## config.mk

```make
export PLATFORM = sky130hd
export DESIGN_NAME = page_commit_buf
export DESIGN_NICKNAME = d
export VERILOG_FILES = /design/src/rtl/pcb_pkg.sv /design/src/rtl/pcb_page_store.sv /design/src/rtl/pcb_commit_timer.sv /design/src/rtl/page_commit_buf.sv
export SDC_FILE = /design/constraint.sdc
export NUM_CORES = 1
export LEC_CHECK = 0
export BUFFER_PORTS_ARGS = -buffer_cell sky130_fd_sc_hd__buf_2
export CELL_PAD_IN_SITES_DETAIL_PLACEMENT = 0
export CELL_PAD_IN_SITES_GLOBAL_PLACEMENT = 2
export CORE_MARGIN = 5
export CORE_UTILIZATION = 45
export CTS_CLUSTER_DIAMETER = 40
export DETAILED_ROUTE_END_ITERATION = 16
export PLACE_DENSITY_LB_ADDON = 0.1
export SLEW_MARGIN = 20
export SYNTH_ARGS = -nofsm -noshare
export SYNTH_HDL_FRONTEND = slang
export SYNTH_SLANG_ARGS = --single-unit
```

## constraint.sdc

```tcl
create_clock -name clk -period 2.4 [get_ports clk]
set_input_delay 0.24 -clock clk [delete_from_list [all_inputs] [get_ports clk]]
set_output_delay 0.24 -clock clk [all_outputs]
set_load 0.1 [all_outputs]
```

## src/rtl/pcb_pkg.sv

```systemverilog
// Shared types for the page commit buffer.
package pcb_pkg;
    typedef enum logic {
        ST_IDLE = 1'b0,
        ST_BUSY = 1'b1
    } pcb_state_e;
endpackage

```

## src/rtl/pcb_page_store.sv

```systemverilog
// Page buffer: one data register and one loaded bit per page offset.
// Assumes the caller never asserts load_base and put in the same cycle.
// clr has priority over everything else.
module pcb_page_store #(
    parameter int ADDR_W = 11,
    parameter int PAGE_W = 4,
    parameter int DATA_W = 8
) (
    input  logic                     clk,
    input  logic                     rst_n,
    input  logic                     load_base,
    input  logic [ADDR_W-1:0]        base_addr,
    input  logic                     put,
    input  logic [DATA_W-1:0]        put_data,
    input  logic                     clr,
    input  logic [PAGE_W-1:0]        rd_slot,
    output logic [ADDR_W-PAGE_W-1:0] page_base,
    output logic                     any_loaded,
    output logic [DATA_W-1:0]        rd_data,
    output logic                     rd_loaded
);
    localparam int PAGE_N = 1 << PAGE_W;
    localparam int BASE_W = ADDR_W - PAGE_W;

    logic [PAGE_W-1:0] ptr;
    logic [PAGE_N-1:0] loaded;
    logic [DATA_W-1:0] entry [PAGE_N];

    // Page number and write pointer: set at transaction start, pointer steps per byte.
    always_ff @(posedge clk) begin
        if (!rst_n) begin
            page_base <= '0;
            ptr       <= '0;
        end else if (load_base) begin
            page_base <= base_addr[ADDR_W-1:PAGE_W];
            ptr       <= base_addr[PAGE_W-1:0];
        end else if (put) begin
            ptr       <= ptr + 1'b1;
        end
    end

    genvar gi;
    generate
        for (gi = 0; gi < PAGE_N; gi++) begin : g_entry
            // Loaded bit for this offset: cleared on clr or a new transaction.
            always_ff @(posedge clk) begin
                if (!rst_n || clr || load_base)
                    loaded[gi] <= 1'b0;
                else if (put && ptr == PAGE_W'(gi))
                    loaded[gi] <= 1'b1;
            end

            // Data register for this offset: the latest byte wins.
            always_ff @(posedge clk) begin
                if (put && !load_base && ptr == PAGE_W'(gi))
                    entry[gi] <= put_data;
            end
        end
    endgenerate

    // Read side used by the commit sequencer.
    always_comb begin
        any_loaded = |loaded;
        rd_data    = entry[rd_slot];
        rd_loaded  = loaded[rd_slot];
    end
endmodule

```

## src/rtl/pcb_commit_timer.sv

```systemverilog
// Commit window timer: on launch, holds busy for WR_CYCLES cycles.
// The first 2**PAGE_W cycles of the window are write slots.
// Assumes WR_CYCLES >= 2**PAGE_W. Launch is ignored while busy.
module pcb_commit_timer
    import pcb_pkg::*;
#(
    parameter int WR_CYCLES = 1000,
    parameter int PAGE_W    = 4
) (
    input  logic              clk,
    input  logic              rst_n,
    input  logic              launch,
    output logic              busy,
    output logic [PAGE_W-1:0] slot,
    output logic              slot_live,
    output logic              done
);
    localparam int PAGE_N = 1 << PAGE_W;
    localparam int CNT_W  = $clog2(WR_CYCLES + 1);

    pcb_state_e       state;
    logic [CNT_W-1:0] cnt;

    // Window state and cycle counter.
    always_ff @(posedge clk) begin
        if (!rst_n) begin
            state <= ST_IDLE;
            cnt   <= '0;
        end else begin
            case (state)
                ST_IDLE: if (launch) begin
                    state <= ST_BUSY;
                    cnt   <= '0;
                end
                ST_BUSY: if (done) begin
                    state <= ST_IDLE;
                    cnt   <= '0;
                end else begin
                    cnt   <= cnt + 1'b1;
                end
                default: state <= ST_IDLE;
            endcase
        end
    end

    // Slot decode for the write port.
    always_comb begin
        busy      = (state == ST_BUSY);
        done      = busy && (cnt == CNT_W'(WR_CYCLES - 1));
        slot      = cnt[PAGE_W-1:0];
        slot_live = busy && (cnt < CNT_W'(PAGE_N));
    end
endmodule

```

## src/rtl/page_commit_buf.sv

```systemverilog
// Page write buffer with a self-timed commit window and upper-half protect.
// Assumes the front end marks each data byte with byte_stb and reports
// STOP on commit_stb and a repeated START on restart_stb.
// All strobes are ignored while busy is high.
module page_commit_buf #(
    parameter int ADDR_W    = 11,
    parameter int PAGE_W    = 4,
    parameter int DATA_W    = 8,
    parameter int WR_CYCLES = 1000
) (
    input  logic              clk,
    input  logic              rst_n,
    input  logic              wr_begin,
    input  logic [ADDR_W-1:0] begin_addr,
    input  logic              byte_stb,
    input  logic [DATA_W-1:0] byte_data,
    input  logic              commit_stb,
    input  logic              restart_stb,
    input  logic              wp,
    output logic              mem_we,
    output logic [ADDR_W-1:0] mem_addr,
    output logic [DATA_W-1:0] mem_wdata,
    output logic              busy
);
    localparam int BASE_W = ADDR_W - PAGE_W;

    logic              open_ok, put_ok, stop_ok, restart_ok;
    logic              launch, clr, done, slot_live, rd_loaded, any_loaded;
    logic [PAGE_W-1:0] slot;
    logic [BASE_W-1:0] page_base;
    logic [DATA_W-1:0] rd_data;
    logic              guarded;

    // Gate the front-end strobes while a commit window runs.
    always_comb begin
        open_ok    = wr_begin    && !busy;
        put_ok     = byte_stb    && !busy && !wr_begin;
        stop_ok    = commit_stb  && !busy;
        restart_ok = restart_stb && !busy;
        guarded    = wp && page_base[BASE_W-1];
        launch     = stop_ok && any_loaded && !guarded;
        clr        = restart_ok || (stop_ok && !launch) || done;
    end

    pcb_page_store #(
        .ADDR_W (ADDR_W),
        .PAGE_W (PAGE_W),
        .DATA_W (DATA_W)
    ) u_store (
        .clk        (clk),
        .rst_n      (rst_n),
        .load_base  (open_ok),
        .base_addr  (begin_addr),
        .put        (put_ok),
        .put_data   (byte_data),
        .clr        (clr),
        .rd_slot    (slot),
        .page_base  (page_base),
        .any_loaded (any_loaded),
        .rd_data    (rd_data),
        .rd_loaded  (rd_loaded)
    );

    pcb_commit_timer #(
        .WR_CYCLES (WR_CYCLES),
        .PAGE_W    (PAGE_W)
    ) u_timer (
        .clk       (clk),
        .rst_n     (rst_n),
        .launch    (launch),
        .busy      (busy),
        .slot      (slot),
        .slot_live (slot_live),
        .done      (done)
    );

    // Array write port driven from the current slot.
    always_comb begin
        mem_we    = slot_live && rd_loaded;
        mem_addr  = {page_base, slot};
        mem_wdata = rd_data;
    end
endmodule

```

After elaboration in Yosys (flattened, before gate mapping)
Memories as Yosys holds them, arrays and structs flattened. A register that Yosys moved wholly into a read port is not among the register bits.
Index checks and enable logic that the tools add are counted.
Widths: inputs -> output; s select.
{"block": "word_totals", "ff_bits": 38, "input_bits": 26, "output_inout_bits": 21, "memories": 1, "ram_bits": 128}
{"memory": "u_store.entry", "words": 16, "width": 8, "rd": 1, "rd_clocked_by_memory_dff": 1, "write_ports": 1, "line_no": "pcb_page_store.sv:27", "rtl": "logic [DATA_W-1:0] entry [PAGE_N];"}
{"block": "classes", "n_addsub": 2, "bitwise": 1, "order_cmp": 2, "n_eq_ne": 17, "mux": 89, "n_reduce_logical": 73}
{"op": "$mux 8", "count": 15}
{"op": "$reduce_or 8->1", "count": 15}
{"op": "$mux 4", "count": 19}
{"op": "$mux 1", "count": 50}
{"op": "$logic_and 1x1->1", "count": 45}
{"op": "$eq 4x4->1 const B", "count": 8}
{"op": "$mux 10", "count": 2}
{"op": "$pmux 10 s2", "count": 1}
{"op": "$eq 4x3->1 const B", "count": 4}
{"op": "$reduce_or 16->1", "count": 1}
{"op": "$add 10x1->10 const B", "count": 1}
{"op": "$eq 10x10->1 const B", "count": 1}
{"op": "$lt 10x5->1 const B", "count": 1}
{"op": "$eq 4x2->1 const B", "count": 2}
{"op": "$logic_not 1->1", "count": 6}
{"op": "$lt 4x5->1 const B", "count": 1}
{"op": "$add 4x1->4 const B", "count": 1}
{"op": "$bmux 1 s4", "count": 1}
{"op": "$eq 4x1->1 const B", "count": 1}
{"op": "$logic_not 4->1", "count": 1}
{"op": "$logic_or 1x1->1", "count": 4}
{"op": "$ne 2x2->1 const B", "count": 1}
{"op": "$pmux 1 s2", "count": 1}
{"op": "$reduce_bool 2->1", "count": 1}
{"op": "$not 1->1", "count": 1}

Depth between registers and ports, before layout
{"block": "logic_depth", "ltp_word": 23, "ltp_mapped": 6, "ltp_nobuf": 6}

Hierarchy
Synthesis repeated with hierarchy kept, for this count alone.
{"block": "hier_totals", "cells_unflattened": 428, "area_unflattened_um2": 6862.8}
{"mod": "pcb_page_store", "cells_each": 344, "seq_area_each_um2": 4384.2, "n_inst": 1, "area_per_inst_um2": 6190.9}
{"mod": "pcb_commit_timer", "cells_each": 76, "seq_area_each_um2": 220.2, "n_inst": 1, "area_per_inst_um2": 613.1}
{"mod": "page_commit_buf", "cells_each": 8, "seq_area_each_um2": 0.0, "n_inst": 1, "area_per_inst_um2": 58.8}

Worst setup path after synthesis
No wires, ideal clock.
{"block": "synth_timing", "kind": "flip-flop to output port", "start": "register u_timer.state (netlist: u_timer.busy)", "end": "output port mem_we", "t_arrival_ns": 2.188, "slack_ns": -0.028, "stages_incl_launch_ff": 4, "cell_sequence": "dfxtp_1 inv_1 nor4_1 and3_1"}
{"block": "synth_via", "elab_chain_cells": 2}
{"element": "start: declaration", "line_no": "pcb_commit_timer.sv:21", "rtl": "pcb_state_e state;"}
{"element": "start signal: assignment", "line_no": "pcb_commit_timer.sv:27", "rtl": "state <= ST_IDLE;"}
{"element": "start signal: assignment", "line_no": "pcb_commit_timer.sv:32", "rtl": "state <= ST_BUSY;"}
{"element": "start signal: assignment", "line_no": "pcb_commit_timer.sv:36", "rtl": "state <= ST_IDLE;"}
{"element": "$logic_and 1x1->1", "line_no": "pcb_commit_timer.sv:51", "rtl": "slot_live = busy && (cnt < CNT_W'(PAGE_N));"}
{"element": "$logic_and 1x1->1", "line_no": "page_commit_buf.sv:79", "rtl": "mem_we = slot_live && rd_loaded;"}
{"element": "end: declaration", "line_no": "page_commit_buf.sv:20", "rtl": "output logic mem_we,"}
No other way between the ends.

==> impl_metrics.env <==
export IMPL_status="finished with violations"
export IMPL_violations="negative setup slack"
export IMPL_drtIter0Drc=286
export IMPL_wirelength_microns=14700
export IMPL_synth_most_common_cell="edfxtp_1"
export IMPL_viasPerCell=5.65
export IMPL_fin_area_sq_mm=0.00800
export IMPL_grt_pass1_wl_microns=22300
export IMPL_netlist_area_sq_mm=0.00680
export IMPL_post_route_period_util=1.04
export IMPL_finClkSkew_ns=0.00566
export IMPL_insertedDiodeCount=0
export IMPL_nets=502
export IMPL_grt_max_degree=33
export IMPL_syn_num_nets=436
export IMPL_hold_ws_ns=0.0651
export IMPL_finalPower_uw=5930
export IMPL_clockBufferDepth=2
export IMPL_area_growth_syn_to_layout_pct=17.7
export IMPL_cts_tree="done"
export IMPL_drtAntennaViolNets=0
export IMPL_fmax_ghz=0.401
export IMPL_p_clk_frac=0.409
export IMPL_insertion_delay_ns=0.41
export IMPL_p_leak_uw=0.00268
export IMPL_drcViolationCount=0
export IMPL_die_y_microns=133
export IMPL_drt_wirelength_per_cell_microns=22.0
export IMPL_multi_input_area_sq_mm=0.00193
export IMPL_finalNonFillerCells=669
export IMPL_yosys_area_top_type="edfxtp_1"
export IMPL_ios=47
export IMPL_slew_headroom=0.616
export IMPL_post_dp_cell_area_sq_mm=0.00733
export IMPL_yosys_area_top_type_share=0.566
export IMPL_place_ws_ns=0.134
export IMPL_finalHoldViolCount=0
export IMPL_fill_cells=1242
export IMPL_p_int_uw=4670
export IMPL_drtPass1Iterations=4
export IMPL_setup_viol=9
export IMPL_globalplace_congestion=0.809
export IMPL_track_usage=0.171
export IMPL_rsz0062_at_grt="yes"
export IMPL_synth_seq_area_share=0.689
export IMPL_path_class="reg2out"
export IMPL_yosys_cell_types_count=46
export IMPL_synth_warning_count=0
export IMPL_critPathArrivalTime_ns=2.25
export IMPL_required_ns=2.16
export IMPL_start_util=0.452
export IMPL_maxCapViolCount=0
export IMPL_path_clk_slew_ns=0.06
export IMPL_syn_inst=405
export IMPL_ys_async_sr_fraction=0
export IMPL_syn_area_per_cell_sq_um=16.8
export IMPL_post_cts_buffers=0
export IMPL_combPwrFrac=0.050
export IMPL_power_switching_uw=1260
export IMPL_cts_root_buf="clkbuf_16"
export IMPL_worst_slack_ns=-0.0949
export IMPL_synth_commonest_cells="edfxtp_1, dfxtp_1, mux4_2"
export IMPL_worstHoldPathType="in2reg"
export IMPL_antenna_found_initial=0
export IMPL_hold_start="begin_addr[7]"
export IMPL_num_rows=45
export IMPL_seqCellArea_sq_mm=0.00469
export IMPL_r2r_start="u_timer.cnt[0]"
export IMPL_grt_pass1_vias=3879
export IMPL_numCtsBuffers=17
export IMPL_cts_sinks=170
export IMPL_dp_cells=637
export IMPL_tightestPinTransition_ns=0.574
export IMPL_num_vias=3777
export IMPL_synth_edff_count=128
export IMPL_overflow=0
export IMPL_post_dp_hpwl_microns=9270
export IMPL_ir_drop_v=0.000510
export IMPL_ys_ff_latch=170
export IMPL_min_period_ns=2.49
export IMPL_die_area_sq_mm=0.0177
export IMPL_portBuffers=46
export IMPL_slew_viol_final=0
export IMPL_power_density_mw_per_mm2=741
export IMPL_seq_power_share=0.541
export IMPL_ctsHtreeMaxLevel=4
export IMPL_end_kind="output port"
export IMPL_synthFlopType="edfxtp_1"
export IMPL_swShare=0.212
export IMPL_drive_gt1_frac=0.308
export IMPL_worstPathMaxFanout=8
export IMPL_worstSetupStartpointType="flop"
export IMPL_core_sq_mm=0.0150
export IMPL_die_x_microns=133
export IMPL_synth_area_leaders="edfxtp_1, mux4_2, dfxtp_1"
==> routing by layer <==
metal  track usage  vias to the layer above  part of all wire
met5             0                        -                 0
met4        0.0531                        0             0.018
met3        0.0494                       13             0.045
met2         0.284                       88              0.51
met1         0.217                     1943              0.43
li1              -                     1733                 -
==> critical path, cell delays in order (launching register included) <==
cell	delay (ns)
dfxtp_4	0.44
clkbuf_16	0.21
mux4_2	0.51
mux4_2	0.48
buf_6	0.20
==> path summary, 6_finish.rpt <==
path,cells after the start,slack (ns),endpoint
worst max-delay path,4,-0.09,mem_wdata[6]
worst min register to register,2,0.45,u_store.page_base[5]
worst min-delay path,3,0.07,u_store.page_base[3]
worst max register to register,5,0.49,u_timer.cnt[9]
==> power by group through the flow <==
| stage | sequential (uW) | clock (uW) | combinational (uW) |
|---|---|---|---|
| CTS | 3210 | 2470 | 302 |
| finish | 3210 | 2420 | 299 |
| global route | 3210 | 2600 | 322 |
| floorplan | 3310 | 0 | 146 |
| detailed placement | 3270 | 0 | 289 |
| global placement | 3270 | 0 | 285 |
==> registers in the layout, indices dropped and copies added (netlist names), named ones only <==
name,cells
u_timer.cnt,10
u_timer.busy,1
u_store.loaded,16
u_store.page_base,7
u_store.ptr,4
u_store.entry,128
==> cells in the final DEF, fill, tap and decap left out, drive strengths merged, types with 6 or more instances in the layout <==
| master | synthesis | layout |
|---|---|---|
| edfxtp | 128 | 128 |
| buf | 17 | 73 |
| mux4 | 45 | 45 |
| dfxtp | 42 | 42 |
| nor2 | 33 | 33 |
| nor3 | 25 | 25 |
| nand2 | 22 | 22 |
| clkbuf | 10 | 20 |
| a21oi | 9 | 9 |
| inv | 7 | 8 |
| clkinv | 0 | 6 |
==> layout make-up <==
| type | instances | share of cell area |
|---|---|---|
| flip-flops and latches | 170 | 0.587 |
| multi-input cells | 201 | 0.241 |
| repair buffers | 74 | 0.0751 |
| clock buffers | 19 | 0.0541 |
| well taps | 188 | 0.0294 |
| clock inverters | 10 | 0.0100 |
| inverters | 7 | 0.00328 |
==> per-stage QoR <==
stage | setup TNS [ns] | utilization
detailed placement | 0 | 0.487
finish | -0.674 | 0.532
CTS | -1.01 | 0.530
global placement | 0 | 0.487
global route | -1.30 | 0.532
floorplan | 0 | -
==> kinds of logic (layout without fill, tap and decap cells) <==
logic type | count (synthesis) | after routing | synth area share
XOR/XNOR | 4 | 4 | 0.00516
AO/OA/AOI/OAI | 35 | 35 | 0.0359
flip-flops | 170 | 170 | 0.689
multiplexers | 47 | 47 | 0.154
adder cells (fa/ha/maj) | 5 | 5 | 0.00920
buffers and inverters | 34 | 110 | 0.0261
AND/OR/NAND/NOR | 110 | 110 | 0.0806
==> timing repair <==
item                                    in CTS  in global routing
gates resized for setup                     27                  5
cloned                                       2                  1
endpoints found under the setup margin       9                  9
hold buffers                                 0                  0
No activity file was read; power rests on OpenSTA's default activity.
